$ cat src/rtl/cct_pkg.sv
package cct_pkg;
    localparam int NREG   = 4;
    localparam int NPAIR  = NREG / 2;
    localparam int PSC_W  = 6;
    localparam logic [2:0] SEL_EXT = 3'd7;

    localparam logic [2:0] A_CTRL = 3'd0;
    localparam logic [2:0] A_MODE = 3'd1;
    localparam logic [2:0] A_FLAG = 3'd2;
    localparam logic [2:0] A_CNT  = 3'd3;

    typedef struct packed {
        logic             pwm;
        logic [NPAIR-1:0] buf_en;
        logic [2:0]       clr;
        logic [2:0]       sel;
    } ctrl_t;

    localparam ctrl_t CTRL_RST = '{pwm: 1'b0, buf_en: '0, clr: 3'd0, sel: SEL_EXT};
endpackage

$ cat src/rtl/cct_edge.sv
module cct_edge #(
    parameter int N = 4
) (
    input  logic         clk,
    input  logic         rst_n,
    input  logic [N-1:0] pins,
    output logic [N-1:0] lvl,
    output logic [N-1:0] chg
);
    typedef struct packed {
        logic [N-1:0] s1;
        logic [N-1:0] s2;
        logic [N-1:0] prev;
    } sync_t;

    sync_t sy_d, sy_q;

    always_comb begin
        sy_d      = sy_q;
        sy_d.s1   = pins;
        sy_d.s2   = sy_q.s1;
        sy_d.prev = sy_q.s2;
    end

    always_ff @(posedge clk or negedge rst_n) begin
        if (!rst_n) sy_q <= '0;
        else        sy_q <= sy_d;
    end

    assign lvl = sy_q.s2;
    assign chg = sy_q.s2 ^ sy_q.prev;
endmodule

$ cat src/rtl/cct_prescale.sv
module cct_prescale
    import cct_pkg::*;
(
    input  logic       clk,
    input  logic       rst_n,
    input  logic [2:0] sel,
    input  logic       ext_rise,
    output logic       tick
);
    logic [PSC_W-1:0] psc_d, psc_q;
    logic [PSC_W-1:0] mask;

    always_comb begin
        psc_d = psc_q + 1'b1;
        mask  = PSC_W'((1 << sel) - 1);
        if (sel == SEL_EXT) tick = ext_rise;
        else                tick = ((psc_q & mask) == mask);
    end

    always_ff @(posedge clk or negedge rst_n) begin
        if (!rst_n) psc_q <= '0;
        else        psc_q <= psc_d;
    end
endmodule

$ cat src/rtl/cc_timer_chan.sv
module cc_timer_chan
    import cct_pkg::*;
#(
    parameter int CW = 16
) (
    input  logic          clk,
    input  logic          rst_n,
    input  logic          wr_en,
    input  logic [2:0]    wr_addr,
    input  logic [CW-1:0] wr_data,
    input  logic [2:0]    rd_addr,
    output logic [CW-1:0] rd_data,
    input  logic [3:0]    cap_in,
    input  logic          ext_clk,
    output logic [3:0]    cmp_out,
    output logic          pwm_out,
    output logic [3:0]    irq_flags
);
    localparam int NR = NREG;
    localparam int MW = 4 * NR;

    typedef struct packed {
        ctrl_t                 ctrl;
        logic [MW-1:0]         mode;
        logic [NR-1:0]         flags;
        logic [CW-1:0]         cnt;
        logic [NR-1:0][CW-1:0] gr;
        logic [NR-1:0]         outp;
        logic                  pwm;
    } st_t;

    st_t st_d, st_q;

    logic [NR:0]   pin_lvl, pin_chg;
    logic [NR-1:0] cap_rise, cap_fall;
    logic          ext_rise, tick;
    logic [NR-1:0] hit_cmp, hit_cap, slave, master;
    logic          clr_evt, cnt_wr;

    cct_edge #(.N(NR + 1)) u_edge (
        .clk  (clk),
        .rst_n(rst_n),
        .pins ({ext_clk, cap_in}),
        .lvl  (pin_lvl),
        .chg  (pin_chg)
    );

    assign cap_rise = pin_chg[NR-1:0] & pin_lvl[NR-1:0];
    assign cap_fall = pin_chg[NR-1:0] & ~pin_lvl[NR-1:0];
    assign ext_rise = pin_chg[NR] & pin_lvl[NR];

    cct_prescale u_psc (
        .clk     (clk),
        .rst_n   (rst_n),
        .sel     (st_q.ctrl.sel),
        .ext_rise(ext_rise),
        .tick    (tick)
    );

    assign slave  = {st_q.ctrl.buf_en, {NPAIR{1'b0}}};
    assign master = {{NPAIR{1'b0}}, st_q.ctrl.buf_en};
    assign cnt_wr = wr_en && (wr_addr == A_CNT);

    // event detection per register
    always_comb begin
        hit_cmp = '0;
        hit_cap = '0;
        clr_evt = 1'b0;
        for (int k = 0; k < NR; k++) begin
            if (!slave[k]) begin
                if (!st_q.mode[4*k+3])
                    hit_cmp[k] = tick && (st_q.cnt == st_q.gr[k]);
                else
                    hit_cap[k] = (cap_rise[k] && st_q.mode[4*k]) ||
                                 (cap_fall[k] && st_q.mode[4*k+1]);
            end
            if ((int'(st_q.ctrl.clr) == k + 1) && (hit_cmp[k] || hit_cap[k]))
                clr_evt = 1'b1;
        end
    end

    // next state
    always_comb begin
        st_d = st_q;
        if (wr_en) begin
            case (wr_addr)
                A_CTRL:  st_d.ctrl  = ctrl_t'(wr_data[$bits(ctrl_t)-1:0]);
                A_MODE:  st_d.mode  = wr_data[MW-1:0];
                A_FLAG:  st_d.flags = st_q.flags & ~wr_data[NR-1:0];
                A_CNT:   st_d.cnt   = wr_data;
                default: st_d.gr[wr_addr[1:0]] = wr_data;
            endcase
        end
        if (!cnt_wr) begin
            if (clr_evt)   st_d.cnt = '0;
            else if (tick) st_d.cnt = st_q.cnt + 1'b1;
        end
        for (int k = 0; k < NR; k++) begin
            if (hit_cmp[k]) begin
                case (st_q.mode[4*k +: 2])
                    2'd1:    st_d.outp[k] = 1'b0;
                    2'd2:    st_d.outp[k] = 1'b1;
                    2'd3:    st_d.outp[k] = ~st_q.outp[k];
                    default: st_d.outp[k] = st_q.outp[k];
                endcase
                if (master[k]) st_d.gr[k] = st_q.gr[(k + NPAIR) % NR];
            end
            if (hit_cap[k]) begin
                st_d.gr[k] = st_q.cnt;
                if (master[k]) st_d.gr[(k + NPAIR) % NR] = st_q.gr[k];
            end
        end
        st_d.flags = st_d.flags | hit_cmp | hit_cap;
        st_d.pwm   = st_q.ctrl.pwm && (st_q.cnt < st_q.gr[1]);
    end

    always_ff @(posedge clk or negedge rst_n) begin
        if (!rst_n) begin
            st_q      <= '0;
            st_q.ctrl <= CTRL_RST;
            st_q.gr   <= '1;
        end else begin
            st_q <= st_d;
        end
    end

    always_comb begin
        case (rd_addr)
            A_CTRL:  rd_data = CW'(st_q.ctrl);
            A_MODE:  rd_data = CW'(st_q.mode);
            A_FLAG:  rd_data = CW'(st_q.flags);
            A_CNT:   rd_data = st_q.cnt;
            default: rd_data = st_q.gr[rd_addr[1:0]];
        endcase
    end

    assign cmp_out   = st_q.outp;
    assign pwm_out   = st_q.pwm;
    assign irq_flags = st_q.flags;
endmodule

$ cat config.mk
export PLATFORM = sky130hd
export DESIGN_NAME = cc_timer_chan
export DESIGN_NICKNAME = d
export VERILOG_FILES = /design/src/rtl/cct_pkg.sv /design/src/rtl/cct_edge.sv /design/src/rtl/cct_prescale.sv /design/src/rtl/cc_timer_chan.sv
export SDC_FILE = /design/constraint.sdc
export NUM_CORES = 1
export LEC_CHECK = 0
export BUFFER_PORTS_ARGS = -buffer_cell sky130_fd_sc_hd__buf_2
export CAP_MARGIN = 20
export CORE_ASPECT_RATIO = 2
export CORE_MARGIN = 3
export CORE_UTILIZATION = 62
export CTS_CLUSTER_DIAMETER = 100
export DETAILED_ROUTE_END_ITERATION = 16
export GPL_TIMING_DRIVEN = 0
export PLACE_DENSITY_LB_ADDON = 0.12
export SLEW_MARGIN = 40
export SYNTH_ARGS = -nofsm -noshare
export SYNTH_HDL_FRONTEND = slang
export SYNTH_SLANG_ARGS = --single-unit
$ cat constraint.sdc
create_clock -name clk -period 3 [get_ports clk]
set_input_delay 0.6 -clock clk [delete_from_list [all_inputs] [get_ports clk]]
set_output_delay 0.6 -clock clk [all_outputs]
set_load 0.05 [all_outputs]
### Yosys cells after proc, flatten, opt, wreduce, memory -nomap -nowiden

Index checks and enable logic that the tools add are counted.

* output and inout port bits: 25
* input bits: 30
* bits in registers: 135
* word-level logic and storage cells: 156

* eq/ne operators: 28
* mux-type cells: 46
* add/sub/neg operators: 3
* bitwise operators: 14
* reductions and logical operators: 40
* shifts and indexed selects: 1
* $lt $le $gt $ge: 4

Operators by type and width (count)
* 16-bit two-way mux: 18
* 84-bit two-way mux: 1
* 64-bit bitwise mux: 1
* 16-bit == test: 4
* 64-bit two-way mux: 1
* 16-bit one-hot mux with 4 select lines: 1
* 16-bit binary-select mux with 2-bit select: 1
* 16-bit demux with 2-bit select: 1
* 1-bit logical AND: 19
* 1-bit two-way mux: 17
* 16-bit by 1-bit adder with 16-bit output (second input constant): 1
* 2-bit == test (second input constant): 8
* 16-bit < comparator: 1
* 3-bit by 2-bit == test with 1-bit output (second input constant): 5
* 4-bit AND: 3
* 3-bit == test (second input constant): 4
* 1-bit one-hot mux with 3 select lines: 4
* 2-bit AND reduction: 6
* 3-bit nonzero test: 4
* 2-bit by 1-bit == test with 1-bit output (second input constant): 4
* 1-bit logical OR: 8
* 4-bit NOT: 2
* 4-bit bitwise OR: 2
* 6-bit by 1-bit adder with 6-bit output (second input constant): 1
* 13 further kinds: 19

### Depth between registers and ports, before layout

* depth after elaboration: 15
* gate-level depth with buffers: 10
* mapped depth without buffers: 9

### Modules after synthesis

A second synthesis with hierarchy kept.

* cell total of the unflattened synthesis: 932
* area total of the unflattened synthesis: 8878.5 sq um

By module, submodules not included
* cc_timer_chan: times used 1, area each 8131.5 sq um, sequential area each 2936.6 sq um, cells an instance 882
* cct_edge: times used 1, area each 456.7 sq um, sequential area each 375.4 sq um, cells an instance 25
* cct_prescale: times used 1, area each 290.3 sq um, sequential area each 150.1 sq um, cells an instance 25

### Least setup slack after synthesis

No wires, ideal clock.

* path kind: input port to output port
* start: in rd_addr[0]
* end: out rd_data[4]
* path buffers: 3
* stages: 5
* data arrival time: 2.925 ns
* setup slack: -0.525 ns
* cell sequence: clkbuf_1 > buf_2 > clkbuf_1 > a22oi_1 > o21ai_0

* cells in the longest elaborated chain, start to end: 3
* elaborated cells between the ends (all ways): 7
* classes of those cells: eq/ne (3); mux (3); reduce/logical (1)

Ends and longest elaborated chain
* start: declaration: RTL line cc_timer_chan.sv:11 `input logic [2:0] rd_addr,`
* 16-bit binary-select mux with 2-bit select: RTL line cc_timer_chan.sv:133 `default: rd_data = st_q.gr[rd_addr[1:0]];`
* 16-bit two-way mux (implied by the code): RTL line cc_timer_chan.sv:133
* 16-bit one-hot mux with 4 select lines *: RTL line cc_timer_chan.sv:128 `case (rd_addr)`
* end: declaration: RTL line cc_timer_chan.sv:12 `output logic [CW-1:0] rd_data,`

Mark *: on every way between the ends. The rest lies on a longest branch, timed or not. The select of a mux whose other input is x is not followed.

### Worst setup path after layout

* start: reg st_q[71] in the netlist's numbering
* end: out rd_data[2]

* cells in the longest elaborated chain, start to end: 1

Ends and longest elaborated chain
* start: declaration: RTL line cc_timer_chan.sv:32 `st_t st_d, st_q;`
* start signal: assignment: RTL line cc_timer_chan.sv:123 `st_q <= st_d;`
* 16-bit one-hot mux with 4 select lines: RTL line cc_timer_chan.sv:128

Every way passes these cells.

==> results.sh <==
export IMPL_holdBufCountCts=0
export IMPL_final_common_cell="nand2_1"
export IMPL_hold_violations=0
export IMPL_grt_first_pass_wirelength_mm=43.70
export IMPL_min_period_ns=2.908
export IMPL_final_nets=1027
export IMPL_wl_per_cell_um=25.23
export IMPL_setup_slack_ns=0.09164
export IMPL_path_class="flop to output pin"
export IMPL_min_period_over_period_pct=96.95
export IMPL_synth_area_um2=8637
export IMPL_cts_sinks=135
export IMPL_end_kind="output pin"
export IMPL_synth_edf_count=0
export IMPL_dpl_instance_area_um2=9188
export IMPL_grt_pass1_vias=7837
export IMPL_numCtsBuffers=17
export IMPL_antenna_found_initial=0
export IMPL_synth_seq_area_share_pct=40.08
export IMPL_fin_worst_skew_ns=0.009417
export IMPL_synth_cells=902
export IMPL_synth_top_flop_cell="dfrtp_1"
export IMPL_track_usage_pct=38.68
export IMPL_clkLatencyLatePin_ns=0.42
export IMPL_initialDrtViolationCount=819
export IMPL_powerDensity_nw_per_um2=989.1
export IMPL_clk_path_buf_depth=2
export IMPL_grt_max_degree=76
export IMPL_drive_above_1_share_pct=28.13
export IMPL_hold_class="input port to async pin"
export IMPL_required_ns=2.40
export IMPL_clk_pin_slew_worst_paths_ns=0.06
export IMPL_vias=7728
export IMPL_irDropWorstVdd_mv=0.5756
export IMPL_synth_fp_nets=950
export IMPL_path_max_fanout=10
export IMPL_wirelength_mm=28.94
export IMPL_drtAntennaViolNets=0
export IMPL_grt_setup_unrepaired="true"
export IMPL_vias_per_cell=6.738
export IMPL_cts_tree="yes"
export IMPL_dieArea_um2=15470
export IMPL_yosysUniqueCellTypes=53
export IMPL_dp_slack_ns=-0.4530
export IMPL_slew_headroom_pct=49.11
export IMPL_rows=60
export IMPL_drtPass1Iterations=6
export IMPL_status="completed"
export IMPL_areaGrowthSynthToFinish_pct=13.88
export IMPL_die_h_um=172.9
export IMPL_cts_root_buffer_cell="clkbuf_16"
export IMPL_diodes=0
export IMPL_tightest_slew_ns=0.7633
export IMPL_postSynthAreaPerCell_um2=9.575
export IMPL_io_buffers=50
export IMPL_worstPathArrival_ns=2.31
export IMPL_max_freq_ghz=0.3438
export IMPL_start_util_pct=63.92
export IMPL_p_total_mw=9.729
export IMPL_detailed_place_hpwl_mm=21.35
export IMPL_setup_violations=0
export IMPL_total_leakage_power_nw=4.491
export IMPL_cp_start_kind="flop"
export IMPL_grt_overflow=0
export IMPL_cts_max_level=4
export IMPL_die_x_um=89.46
export IMPL_postLayoutCoreUtil_pct=72.79
export IMPL_core_um2=13510
export IMPL_drc=0
export IMPL_yosysWarningCount=0
export IMPL_ys_ff_latch=135
export IMPL_maxSlewViolCount=0
export IMPL_maxCapViolCount=0
export IMPL_final_area_um2=9836
export IMPL_async_reset_ff_share_pct=100.0
export IMPL_ios=55
export IMPL_final_cell_mix="nand2_1, o21ai_0, mux2i_1"
export IMPL_place_gp_congestion=0.9939
worst max-delay path, stage by stage (launching register included):
cell and delay, ns:
dfrtp_1 0.50, buf_1 0.36, mux4_2 0.55, mux2_2 0.27, buf_2 0.21
per-stage QoR:
| stage | instances | hold WS, ns | TNS (ns) |
|---|---|---|---|
| finish | 1147 | 0.09779 | 0 |
| global route | 1147 | 0.1200 | -0.04325 |
| CTS | 1142 | 0.1258 | 0 |
| detailed placement | 1110 | 0.3347 | -9.185 |
| global placement | 1107 | 0.3328 | -42.29 |
| floorplan | 902 | 0.3044 | 0 |
sequential cells by signal, summed over array words and instances, names as in the netlist:
register and count:
st_q 103, u_psc.psc_q 6, u_edge.lvl 5, u_edge.sy_d 5
u_edge.sy_q 5, cmp_out 4, irq_flags 4, master 2
pwm_out 1
timing repair:
action | in CTS | in global routing
setup buffers | 0 | 5
endpoints found under the setup margin | 46 | 37
endpoints found under the hold margin | 0 | 0
pin swaps | 0 | 3
resized for setup | 6 | 16
power breakdown:
| part | internal [mW] | switching, mW | leakage, nW | total (mW) |
|---|---|---|---|---|
| combinational | 1.63 | 2.31 | 2.70 | 3.94 |
| clock | 1.14 | 0.870 | 0.266 | 2.01 |
| sequential | 2.78 | 0.998 | 1.53 | 3.78 |
| total | 5.55 | 4.18 | 4.49 | 9.73 |
cell usage after synthesis, types with 15 or more instances:
cell	instances	area (µm²)
inv_1	24	90.09
a21oi_1	26	130.1
nand2_1	149	559.3
dfrtp_1	68	1702
xor2_1	40	350.3
clkbuf_1	47	176.4
dfstp_2	67	1760
ha_1	18	225.2
xnor2_1	23	201.4
mux2_2	44	495.5
nor2_1	24	90.09
mux4_2	20	450.4
o21ai_0	130	650.6
nand4_1	15	93.84
mux2i_1	69	690.7
cell families after synthesis:
| group | count (synthesis) | share of synthesized area, % |
|---|---|---|
| and+or+nand+nor | 260 | 14.04 |
| AOI/OAI and AO/OA | 195 | 12.72 |
| DFF | 135 | 40.08 |
| muxes | 133 | 18.95 |
| buffers and inverters | 98 | 5.215 |
| xor gates and xnor gates | 63 | 6.389 |
| adders and majority gates | 18 | 2.608 |
per-layer routing:
| layer | GRT usage [%] | wire (µm) | share of wire (%) |
|---|---|---|---|
| met3 | 7.535 | 1913 | 6.6 |
| met1 | 42.66 | 9623 | 33 |
| met5 | 0 | 0 | 0 |
| met2 | 61.15 | 14110 | 49 |
| met4 | 32.98 | 3290 | 11 |
cell type report:
| cell class | count | area [µm²] |
|---|---|---|
| buffer | 74 | 372.9 |
| tap | 155 | 193.9 |
| timing repair buffer | 58 | 337.8 |
| clock buffer | 17 | 425.4 |
| clock inverter | 15 | 128.9 |
| multi-input combinational | 669 | 4825 |
| inverter | 24 | 90.09 |
| sequential | 135 | 3462 |
| fill | 1041 | 3677 |
final timing paths:
check / from / to / slack (ns) / cells past startpoint
min in group clk: cap_in[2] / u_edge.sy_d[7] / 0.28 / 1
max reg2reg: st_q[69] / st_q[82] / 0.15 / 10
min reg2reg: u_edge.sy_d[9] / u_edge.lvl[4] / 0.35 / 0
max in group asynchronous: rst_n / st_q[12] / 2.12 / 2
max: st_q[71] / rd_data[2] / 0.09 / 4
min: rst_n / u_edge.sy_q[4] / 0.1 / 1
No activity file was read; power rests on OpenSTA's default activity.
